==> config.mk <==
export PLATFORM = sky130hd
export DESIGN_NAME = xlat_window_top
export DESIGN_NICKNAME = d
export VERILOG_FILES = /design/src/rtl/xlat_pkg.sv /design/src/rtl/xlat_rst_sync.sv /design/src/rtl/xlat_regfile.sv /design/src/rtl/xlat_lookup.sv /design/src/rtl/xlat_window_top.sv
export SDC_FILE = /design/constraint.sdc
export NUM_CORES = 2
export LEC_CHECK = 0
export BUFFER_PORTS_ARGS = -buffer_cell sky130_fd_sc_hd__buf_2
export CAP_MARGIN = 20
export CORE_ASPECT_RATIO = 1.2
export CORE_MARGIN = 4
export CORE_UTILIZATION = 31
export DETAILED_ROUTE_END_ITERATION = 8
export HOLD_SLACK_MARGIN = 0.12
export PLACE_DENSITY = 0.43
export SLEW_MARGIN = 5
export SYNTH_ARGS = -nofsm -noshare
export SYNTH_HDL_FRONTEND = slang
export SYNTH_HIERARCHICAL = 1
export SYNTH_SLANG_ARGS = --single-unit
export TNS_END_PERCENT = 10
==> constraint.sdc <==
create_clock -name clk -period 71.3 [get_ports clk]
set_input_delay 10.695 -clock clk [delete_from_list [all_inputs] [get_ports clk]]
set_output_delay 10.695 -clock clk [all_outputs]
set_load 0.03 [all_outputs]
==> src/rtl/xlat_pkg.sv <==
package xlat_pkg;
  localparam int        MB_SHIFT    = 20;
  localparam logic [11:0] CTRL_OFS  = 12'h004;
  localparam logic [11:0] SIZE_OFS  = 12'h030;
  localparam logic [11:0] WIN_OFS   = 12'h200;
  localparam int        WIN_STRIDE  = 8;
  localparam int        XLAT_EN_BIT = 1;
  localparam int        CODE_W      = 3;
endpackage

==> src/rtl/xlat_rst_sync.sv <==
module xlat_rst_sync (
  input  logic clk,
  input  logic rst_n,
  output logic rst_sync_n
);
  logic stage1_q;
  logic stage2_q;

  always_ff @(posedge clk or negedge rst_n) begin
    if (!rst_n) begin
      stage1_q <= 1'b0;
      stage2_q <= 1'b0;
    end else begin
      stage1_q <= 1'b1;
      stage2_q <= stage1_q;
    end
  end

  assign rst_sync_n = stage2_q;
endmodule

==> src/rtl/xlat_regfile.sv <==
module xlat_regfile
  import xlat_pkg::*;
#(
  parameter int NUM_WIN = 32,
  parameter int DW      = 32,
  parameter int RAW     = 12
) (
  input  logic                        clk,
  input  logic                        rst_n,
  input  logic                        wr_en,
  input  logic                        rd_en,
  input  logic [RAW-1:0]              addr,
  input  logic [DW-1:0]               wdata,
  output logic [DW-1:0]               rdata,
  output logic [DW-1:0]               ctrl,
  output logic [CODE_W-1:0]           size_code,
  output logic [NUM_WIN-1:0][DW-1:0]  lo_regs,
  output logic [NUM_WIN-1:0][DW-1:0]  hi_regs
);
  localparam int IDXW    = $clog2(NUM_WIN);
  localparam int WIN_END = int'(WIN_OFS) + NUM_WIN * WIN_STRIDE;

  logic              ctrl_sel;
  logic              size_sel;
  logic              win_sel;
  logic              hi_sel;
  logic [IDXW-1:0]   win_idx;
  logic [RAW-1:0]    win_rel;
  logic [DW-1:0]     ctrl_q;
  logic [CODE_W-1:0] code_q;
  logic [DW-1:0]     rd_next;
  logic [DW-1:0]     rdata_q;

  // address decode
  always_comb begin
    ctrl_sel = (addr == RAW'(CTRL_OFS));
    size_sel = (addr == RAW'(SIZE_OFS));
    win_rel  = addr - RAW'(WIN_OFS);
    win_sel  = (addr >= RAW'(WIN_OFS)) && (int'(addr) < WIN_END) && (addr[1:0] == 2'b00);
    win_idx  = win_rel[IDXW+2:3];
    hi_sel   = addr[2];
  end

  // global registers
  always_ff @(posedge clk or negedge rst_n) begin
    if (!rst_n) begin
      ctrl_q <= '0;
    end else if (wr_en && ctrl_sel) begin
      ctrl_q <= wdata;
    end
  end

  always_ff @(posedge clk or negedge rst_n) begin
    if (!rst_n) begin
      code_q <= '0;
    end else if (wr_en && size_sel) begin
      code_q <= wdata[CODE_W-1:0];
    end
  end

  // per-window offset registers
  for (genvar w = 0; w < NUM_WIN; w++) begin : g_win
    logic lo_we;
    logic hi_we;
    logic [DW-1:0] lo_q;
    logic [DW-1:0] hi_q;

    always_comb begin
      lo_we = wr_en && win_sel && (win_idx == IDXW'(w)) && !hi_sel;
      hi_we = wr_en && win_sel && (win_idx == IDXW'(w)) &&  hi_sel;
    end

    always_ff @(posedge clk or negedge rst_n) begin
      if (!rst_n) begin
        lo_q <= '0;
      end else if (lo_we) begin
        lo_q <= wdata;
      end
    end

    always_ff @(posedge clk or negedge rst_n) begin
      if (!rst_n) begin
        hi_q <= '0;
      end else if (hi_we) begin
        hi_q <= wdata;
      end
    end

    assign lo_regs[w] = lo_q;
    assign hi_regs[w] = hi_q;
  end

  // read path
  always_comb begin
    rd_next = '0;
    if (ctrl_sel) begin
      rd_next = ctrl_q;
    end else if (size_sel) begin
      rd_next = DW'(code_q);
    end else if (win_sel) begin
      rd_next = hi_sel ? hi_regs[win_idx] : lo_regs[win_idx];
    end
  end

  always_ff @(posedge clk or negedge rst_n) begin
    if (!rst_n) begin
      rdata_q <= '0;
    end else begin
      rdata_q <= rd_en ? rd_next : '0;
    end
  end

  assign rdata     = rdata_q;
  assign ctrl      = ctrl_q;
  assign size_code = code_q;
endmodule

==> src/rtl/xlat_lookup.sv <==
module xlat_lookup
  import xlat_pkg::*;
#(
  parameter int          NUM_WIN     = 32,
  parameter int          AW          = 32,
  parameter int          DW          = 32,
  parameter logic [31:0] REGION_BASE = 32'h4000_0000
) (
  input  logic [AW-1:0]               req_addr,
  input  logic                        xlat_en,
  input  logic [CODE_W-1:0]           size_code,
  input  logic [NUM_WIN-1:0][DW-1:0]  lo_regs,
  input  logic [NUM_WIN-1:0][DW-1:0]  hi_regs,
  output logic                        hit,
  output logic [2*DW-1:0]             xaddr
);
  localparam int IDXW = $clog2(NUM_WIN);
  localparam int OW   = 2 * DW;

  logic            below;
  logic            in_range;
  logic [4:0]      shamt;
  logic [AW-1:0]   ofs;
  logic [AW-1:0]   idx_full;
  logic [AW-1:0]   mask;
  logic [AW-1:0]   low;
  logic [IDXW-1:0] idx;
  logic [DW-1:0]   sel_lo;
  logic [DW-1:0]   sel_hi;
  logic [OW-1:0]   base;
  logic [OW-1:0]   sum;

  always_comb begin
    below    = req_addr < AW'(REGION_BASE);
    ofs      = req_addr - AW'(REGION_BASE);
    shamt    = 5'(MB_SHIFT) + 5'(size_code);
    idx_full = ofs >> shamt;
    in_range = !below && (idx_full < AW'(NUM_WIN));
    idx      = idx_full[IDXW-1:0];
    mask     = (AW'(1) << shamt) - AW'(1);
    low      = ofs & mask;
    sel_lo   = lo_regs[idx];
    sel_hi   = hi_regs[idx];
    base     = {sel_hi, sel_lo[DW-1:1], 1'b0};
    sum      = base + OW'(low);
    hit      = in_range && sel_lo[0] && xlat_en;
    xaddr    = hit ? sum : OW'(req_addr);
  end
endmodule

==> src/rtl/xlat_window_top.sv <==
module xlat_window_top
  import xlat_pkg::*;
#(
  parameter int          NUM_WIN     = 32,
  parameter int          AW          = 32,
  parameter int          DW          = 32,
  parameter int          RAW         = 12,
  parameter logic [31:0] REGION_BASE = 32'h4000_0000
) (
  input  logic            clk,
  input  logic            rst_n,
  input  logic            reg_wr_en,
  input  logic            reg_rd_en,
  input  logic [RAW-1:0]  reg_addr,
  input  logic [DW-1:0]   reg_wdata,
  output logic [DW-1:0]   reg_rdata,
  input  logic            req_valid,
  input  logic [AW-1:0]   req_addr,
  output logic            rsp_valid,
  output logic [2*DW-1:0] rsp_addr,
  output logic            rsp_miss
);
  localparam int OW = 2 * DW;

  logic                       rst_sync_n;
  logic [DW-1:0]              ctrl;
  logic [CODE_W-1:0]          size_code;
  logic [NUM_WIN-1:0][DW-1:0] lo_regs;
  logic [NUM_WIN-1:0][DW-1:0] hi_regs;
  logic                       xlat_en;
  logic                       hit;
  logic [OW-1:0]              xaddr;

  logic          valid_q;
  logic          miss_q;
  logic          miss_d;
  logic [OW-1:0] addr_q;
  logic [OW-1:0] addr_d;

  xlat_rst_sync u_rst (
    .clk        (clk),
    .rst_n      (rst_n),
    .rst_sync_n (rst_sync_n)
  );

  xlat_regfile #(
    .NUM_WIN (NUM_WIN),
    .DW      (DW),
    .RAW     (RAW)
  ) u_regs (
    .clk       (clk),
    .rst_n     (rst_sync_n),
    .wr_en     (reg_wr_en),
    .rd_en     (reg_rd_en),
    .addr      (reg_addr),
    .wdata     (reg_wdata),
    .rdata     (reg_rdata),
    .ctrl      (ctrl),
    .size_code (size_code),
    .lo_regs   (lo_regs),
    .hi_regs   (hi_regs)
  );

  assign xlat_en = ctrl[XLAT_EN_BIT];

  xlat_lookup #(
    .NUM_WIN     (NUM_WIN),
    .AW          (AW),
    .DW          (DW),
    .REGION_BASE (REGION_BASE)
  ) u_lookup (
    .req_addr  (req_addr),
    .xlat_en   (xlat_en),
    .size_code (size_code),
    .lo_regs   (lo_regs),
    .hi_regs   (hi_regs),
    .hit       (hit),
    .xaddr     (xaddr)
  );

  // next-state for the response stage
  always_comb begin
    addr_d = xaddr;
    miss_d = !hit;
  end

  always_ff @(posedge clk or negedge rst_sync_n) begin
    if (!rst_sync_n) begin
      valid_q <= 1'b0;
    end else begin
      valid_q <= req_valid;
    end
  end

  always_ff @(posedge clk or negedge rst_sync_n) begin
    if (!rst_sync_n) begin
      addr_q <= '0;
      miss_q <= 1'b0;
    end else if (req_valid) begin
      addr_q <= addr_d;
      miss_q <= miss_d;
    end
  end

  assign rsp_valid = valid_q;
  assign rsp_addr  = addr_q;
  assign rsp_miss  = miss_q;
endmodule

==> report_table.html <==
<table>
<tr><th>Metric</th><th>Value</th></tr>
<tr><th colspan="2">Route</th></tr>
<tr><td>Total Routed Length</td><td>537 mm</td></tr>
<tr><td>Drt via density</td><td>5.89</td></tr>
<tr><td>Count of routing violations after the opening detailed-route iteration</td><td>8828</td></tr>
<tr><td>Number of search-and-repair iterations in the first detailed-routing pass</td><td>8</td></tr>
<tr><td>Number of antenna-violating nets in the routed design</td><td>0</td></tr>
<tr><td>Avg WL per Cell</td><td>35.1 microns</td></tr>
<tr><td>DRC violation count after routing</td><td>0</td></tr>
<tr><td>Total via count after detailed routing</td><td>90100</td></tr>
<tr><th colspan="2">Flow run</th></tr>
<tr><td>Max Cap Violations</td><td>0</td></tr>
<tr><th colspan="2">Synthesis</th></tr>
<tr><td>Number of warnings issued by yosys</td><td>6</td></tr>
<tr><td>Synth area leaders</td><td>sky130_fd_sc_hd__dfrtp_1 (45%), sky130_fd_sc_hd__mux2_2 (20%), sky130_fd_sc_hd__mux4_2 (9.2%)</td></tr>
<tr><td>Post-Synthesis Cell Area</td><td>121000 sq um</td></tr>
<tr><td>Most frequently used flop master after synthesis</td><td>sky130_fd_sc_hd__dfrtp_1</td></tr>
<tr><td>Async set-or-reset flop fraction in the synthesized netlist</td><td>1.00</td></tr>
<tr><td>Synth area leader</td><td>sky130_fd_sc_hd__dfrtp_1</td></tr>
<tr><td>Seq/Total Area, Yosys</td><td>0.450</td></tr>
<tr><td>Post-synthesis area per instance</td><td>11.9 sq um</td></tr>
<tr><td>Area share of the leading cell type in the synthesized netlist</td><td>0.450</td></tr>
<tr><td>Seq cells post-synth</td><td>2183</td></tr>
<tr><td>Number of enable-type register cells in the synthesized netlist</td><td>0</td></tr>
<tr><td>Number of standard cells after synthesis</td><td>10200</td></tr>
<tr><td>Unique cell type count in the Yosys netlist</td><td>105</td></tr>
<tr><th colspan="2">Setup path</th></tr>
<tr><td>Critical path, cell by cell</td><td>buf_2 -&gt; mux2i_1 -&gt; mux4_4 -&gt; buf_4 -&gt; buf_4 -&gt; buf_4 -&gt; nand2_1 -&gt; and3_1 -&gt; a311oi_1 -&gt; a311oi_1 -&gt; o31ai_1 -&gt; ha_1 -&gt; a21oi_1 -&gt; o31ai_1 -&gt; a221oi_1 -&gt; o31ai_1 -&gt; buf_4 -&gt; a311oi_1 -&gt; o31ai_1 -&gt; and2_1 -&gt; nand4_4 -&gt; or4_1 -&gt; nand2_1 -&gt; mux2_2</td></tr>
<tr><td>Cell type group with the largest total delay on the critical path</td><td>compound AO/OA/AOI/OAI gates</td></tr>
<tr><td>Setup slack on the worst flop-to-flop path</td><td>62.24 ns</td></tr>
<tr><td>Kind of start point of the critical path</td><td>primary input</td></tr>
<tr><td>Data arrival time of the critical path</td><td>18.98 ns</td></tr>
<tr><td>Critical Path Source</td><td>req_addr[25]</td></tr>
<tr><td>Standard cell with the maximum stage delay on the critical path</td><td>sky130_fd_sc_hd__buf_4</td></tr>
<tr><td>Crit path buf inv count</td><td>5</td></tr>
<tr><td>Required @ worst endpoint</td><td>72.16 ns</td></tr>
<tr><td>Category of the worst setup path capture point</td><td>flop</td></tr>
<tr><td>Launch instance of the worst register-to-register path</td><td>u_regs/size_code[0]</td></tr>
<tr><td>CP max stage delay</td><td>0.72 ns</td></tr>
<tr><td>Critical path start-end classification</td><td>primary input to flop</td></tr>
<tr><td>Critical path fanouts, max</td><td>63</td></tr>
<tr><th colspan="2">Clock tree</th></tr>
<tr><td>Max Buffers Root-to-Sink</td><td>4</td></tr>
<tr><td>CTS H-tree lvls</td><td>4</td></tr>
<tr><td>Post-CTS Setup Repair Bufs</td><td>0</td></tr>
<tr><td>Total clock buffers created by CTS</td><td>249</td></tr>
<tr><td>Clock latency on the worst-skew pair</td><td>0.93 ns</td></tr>
<tr><td>Root buf cell</td><td>sky130_fd_sc_hd__clkbuf_16</td></tr>
<tr><td>TritonCTS sink count</td><td>2183</td></tr>
<tr><td>Hold buffer count at CTS</td><td>0</td></tr>
<tr><td>Cts repair resizes</td><td>0</td></tr>
<tr><td>CTS clock-pin slew for the worst setup and hold paths</td><td>0.06 ns</td></tr>
<tr><td>TritonCTS clock tree</td><td>built</td></tr>
<tr><th colspan="2">Finish</th></tr>
<tr><td>Most frequent standard cell in the layout excluding fill and tap cells</td><td>sky130_fd_sc_hd__dfrtp_1</td></tr>
<tr><td>Final nets</td><td>10000</td></tr>
<tr><td>Number of standard cells in the layout, taps in and fillers out</td><td>15300</td></tr>
<tr><td>Area overhead of the layout relative to synthesis</td><td>11.5%</td></tr>
<tr><td>Filler Cell Count</td><td>38300</td></tr>
<tr><td>Layout cell share with drive strength beyond 1</td><td>0.367</td></tr>
<tr><td>Most frequent cells in the layout</td><td>sky130_fd_sc_hd__dfrtp_1 (2182), sky130_fd_sc_hd__mux2_2 (2113), sky130_fd_sc_hd__nand2_1 (1557), sky130_fd_sc_hd__nand3_1 (603), sky130_fd_sc_hd__mux4_2 (489)</td></tr>
<tr><th colspan="2">Placement</th></tr>
<tr><td>Total placed cells including tap cells</td><td>14800</td></tr>
<tr><td>Detail Placement HPWL</td><td>325 mm</td></tr>
<tr><td>GPL Wtd Cong</td><td>0.866</td></tr>
<tr><td>Port-buffer cells</td><td>178</td></tr>
<tr><th colspan="2">Power</th></tr>
<tr><td>P_int</td><td>2.08 mW</td></tr>
<tr><td>P_sw</td><td>0.769 mW</td></tr>
<tr><td>Clk network pwr share</td><td>0.465</td></tr>
<tr><td>Switching Share</td><td>0.270</td></tr>
<tr><td>Logic pwr share</td><td>0.096</td></tr>
<tr><td>Static leakage power</td><td>61.4 nW</td></tr>
<tr><td>Relative contribution of sequential cells to total power</td><td>0.439</td></tr>
<tr><td>IR drop worst, VDD</td><td>0.0000235 V</td></tr>
<tr><td>Ratio of total power to cell area</td><td>21.1 nW/um^2</td></tr>
<tr><th colspan="2">STA</th></tr>
<tr><td>Minimum clock period</td><td>18.11 ns</td></tr>
<tr><td>Worst max-slew margin expressed relative to the limit</td><td>0.0988</td></tr>
<tr><td>Final Hold Violating Endpoints</td><td>0</td></tr>
<tr><td>Unrepaired setup endpoints after global routing</td><td>false</td></tr>
<tr><td>Final period utilization</td><td>0.254</td></tr>
<tr><td>Setup-failing EPs final</td><td>0</td></tr>
<tr><td>Maximum clock frequency</td><td>55.2 MHz</td></tr>
<tr><td>Final clock skew</td><td>0.0495 ns</td></tr>
<tr><td>Transition time at the pin with the least slew margin</td><td>1.35 ns</td></tr>
<tr><td>Count of final max-slew check failures</td><td>0</td></tr>
<tr><td>Setup TNS</td><td>0 ns</td></tr>
<tr><th colspan="2">Global route</th></tr>
<tr><td>Largest net degree at the start of global routing</td><td>156</td></tr>
<tr><td>Sum of overflow across all layers after global routing</td><td>0</td></tr>
<tr><td>Total Routing Usage GR</td><td>0.261</td></tr>
<tr><td>Initial antenna violation count</td><td>44</td></tr>
<tr><td>Wire length of the first global-routing pass</td><td>751 mm</td></tr>
<tr><td>Number of global-route vias before repair</td><td>91800</td></tr>
<tr><th colspan="2">Floorplanning</th></tr>
<tr><td>Starting Density</td><td>0.312</td></tr>
<tr><td>Die width</td><td>579 microns</td></tr>
<tr><td>Number of top-level pins</td><td>179</td></tr>
<tr><td>Placeable core region</td><td>390000 sq um</td></tr>
<tr><td>Num rows</td><td>251</td></tr>
<tr><td>Overall die height</td><td>694 microns</td></tr>
<tr><td>Overall die area</td><td>402000 sq um</td></tr>
<tr><th colspan="2">Status</th></tr>
<tr><td>Result of the run</td><td>completed</td></tr>
<tr><th colspan="2">Worst hold path</th></tr>
<tr><td>Path class of the lowest-slack min-delay path</td><td>flop to asynchronous set/reset pin</td></tr>
</table>
==> through the flow <==
stage,power [mW],cell area [sq um],setup slack [ns],util,hold slack [ns]
2_1_floorplan,1.44,121000,5.94,-,0.331
3_5_place_dp,1.55,127000,52.34,0.326,0.316
4_1_cts,2.88,135000,53.32,0.347,0.327
6_report,2.85,135000,53.19,0.347,0.282
5_1_grt,2.94,135000,52.56,0.347,0.338
3_3_place_gp,1.55,127000,52.27,0.326,0.300
==> registers in the layout, indices dropped and copies added, names as in the netlist <==
register,count
u_regs/g_win.hi_q,1024
u_regs/g_win.lo_q,1024
rsp_addr,64
u_regs/ctrl,32
u_regs/rdata,32
u_regs/size_code,3
rsp_miss,1
rsp_valid,1
u_rst/rst_sync_n,1
u_rst/stage1_q,1
==> final cells by class <==
cell class	count	area, sq um	share of cell area
Inverter	20	75.1	0.000555
Sequential cell	2183	54600	0.404
Antenna cell	9	22.5	0.000166
Tap cell	5186	6490	0.0479
Multi-Input combinational cell	6952	62300	0.460
Clock inverter	66	787	0.00581
Timing Repair Buffer	507	3710	0.0274
Clock buffer	369	7400	0.0547
==> cells in the mapped netlist (33+ instances only) <==
| library cell | number |
|---|---|
| sky130_fd_sc_hd__mux2_1 | 79 |
| sky130_fd_sc_hd__o21ai_0 | 65 |
| sky130_fd_sc_hd__buf_6 | 53 |
| sky130_fd_sc_hd__a22oi_1 | 103 |
| sky130_fd_sc_hd__buf_2 | 350 |
| sky130_fd_sc_hd__clkbuf_1 | 468 |
| sky130_fd_sc_hd__dfrtp_1 | 2183 |
| sky130_fd_sc_hd__and3_1 | 135 |
| sky130_fd_sc_hd__mux2_2 | 2113 |
| sky130_fd_sc_hd__o31ai_1 | 40 |
| sky130_fd_sc_hd__mux2_4 | 50 |
| sky130_fd_sc_hd__o22ai_1 | 36 |
| sky130_fd_sc_hd__a21oi_1 | 103 |
| sky130_fd_sc_hd__mux4_2 | 497 |
| sky130_fd_sc_hd__ha_1 | 33 |
| sky130_fd_sc_hd__nand3_1 | 612 |
| sky130_fd_sc_hd__a221oi_1 | 64 |
| sky130_fd_sc_hd__mux2i_1 | 472 |
| sky130_fd_sc_hd__nor3_1 | 55 |
| sky130_fd_sc_hd__a311oi_1 | 208 |
| sky130_fd_sc_hd__o211ai_1 | 33 |
| sky130_fd_sc_hd__nand4_1 | 33 |
| sky130_fd_sc_hd__a311o_1 | 39 |
| sky130_fd_sc_hd__buf_1 | 56 |
| sky130_fd_sc_hd__buf_4 | 100 |
| sky130_fd_sc_hd__nor2_1 | 128 |
| sky130_fd_sc_hd__nand2_1 | 1583 |
==> routing by layer <==
layer  track usage  part of all wire  vias up
met2         0.420              0.46     3548
li1              -                 -    37000
met3        0.0414             0.062     1055
met1         0.333              0.40    48500
met5             0           0.00017        -
met4         0.152             0.072       16
==> final timing paths <==
path,cells past startpoint,endpoint
min in group clk,0,u_rst/rst_sync_n
min reg2reg,0,u_regs/rdata[13]
max reg2reg,24,rsp_addr[54]
max,24,rsp_addr[54]
max in group asynchronous,1,u_rst/rst_sync_n
min,0,u_regs/rdata[13]
==> logic make-up (layout without fill, tap and decap cells) <==
kind of cell / count (synthesis) / count (layout) / synth area share
buf+inv: 1052 / 962 / 0.0428
other cells: 3 / 17 / 0.0000927
xor+xnor: 46 / 46 / 0.00332
compound gates: 947 / 947 / 0.0602
simple gates: 2706 / 2706 / 0.0997
flops: 2183 / 2183 / 0.450
mux: 3211 / 3211 / 0.341
fa+ha+maj: 34 / 34 / 0.00357
==> worst reg2reg max path, cell delays in order, from the launching register on <==
cell	delay, ns
sky130_fd_sc_hd__dfrtp_1	0.32
sky130_fd_sc_hd__buf_4	0.43
sky130_fd_sc_hd__mux2i_1	0.40
sky130_fd_sc_hd__mux4_4	0.65
sky130_fd_sc_hd__buf_4	0.63
sky130_fd_sc_hd__buf_4	0.74
sky130_fd_sc_hd__buf_4	0.72
sky130_fd_sc_hd__nand2_1	0.12
sky130_fd_sc_hd__and3_1	0.19
sky130_fd_sc_hd__a311oi_1	0.25
sky130_fd_sc_hd__a311oi_1	0.09
sky130_fd_sc_hd__o31ai_1	0.59
sky130_fd_sc_hd__ha_1	0.26
sky130_fd_sc_hd__a21oi_1	0.06
sky130_fd_sc_hd__o31ai_1	0.44
sky130_fd_sc_hd__a221oi_1	0.34
sky130_fd_sc_hd__o31ai_1	0.33
sky130_fd_sc_hd__buf_4	0.20
sky130_fd_sc_hd__a311oi_1	0.13
sky130_fd_sc_hd__o31ai_1	0.72
sky130_fd_sc_hd__and2_1	0.39
sky130_fd_sc_hd__nand4_4	0.25
sky130_fd_sc_hd__or4_1	0.54
sky130_fd_sc_hd__nand2_1	0.09
sky130_fd_sc_hd__mux2_2	0.14
==> power groups by stage <==
stage / sequential [mW] / clock (mW) / combinational (mW)
after detailed placement: 1.27 / 0 / 0.275
after CTS: 1.25 / 1.36 / 0.275
after floorplan: 1.30 / 0 / 0.137
final: 1.25 / 1.33 / 0.275
after global placement: 1.27 / 0 / 0.273
after global routing: 1.25 / 1.40 / 0.288
Note: power is estimated with default switching activity, not from simulation.
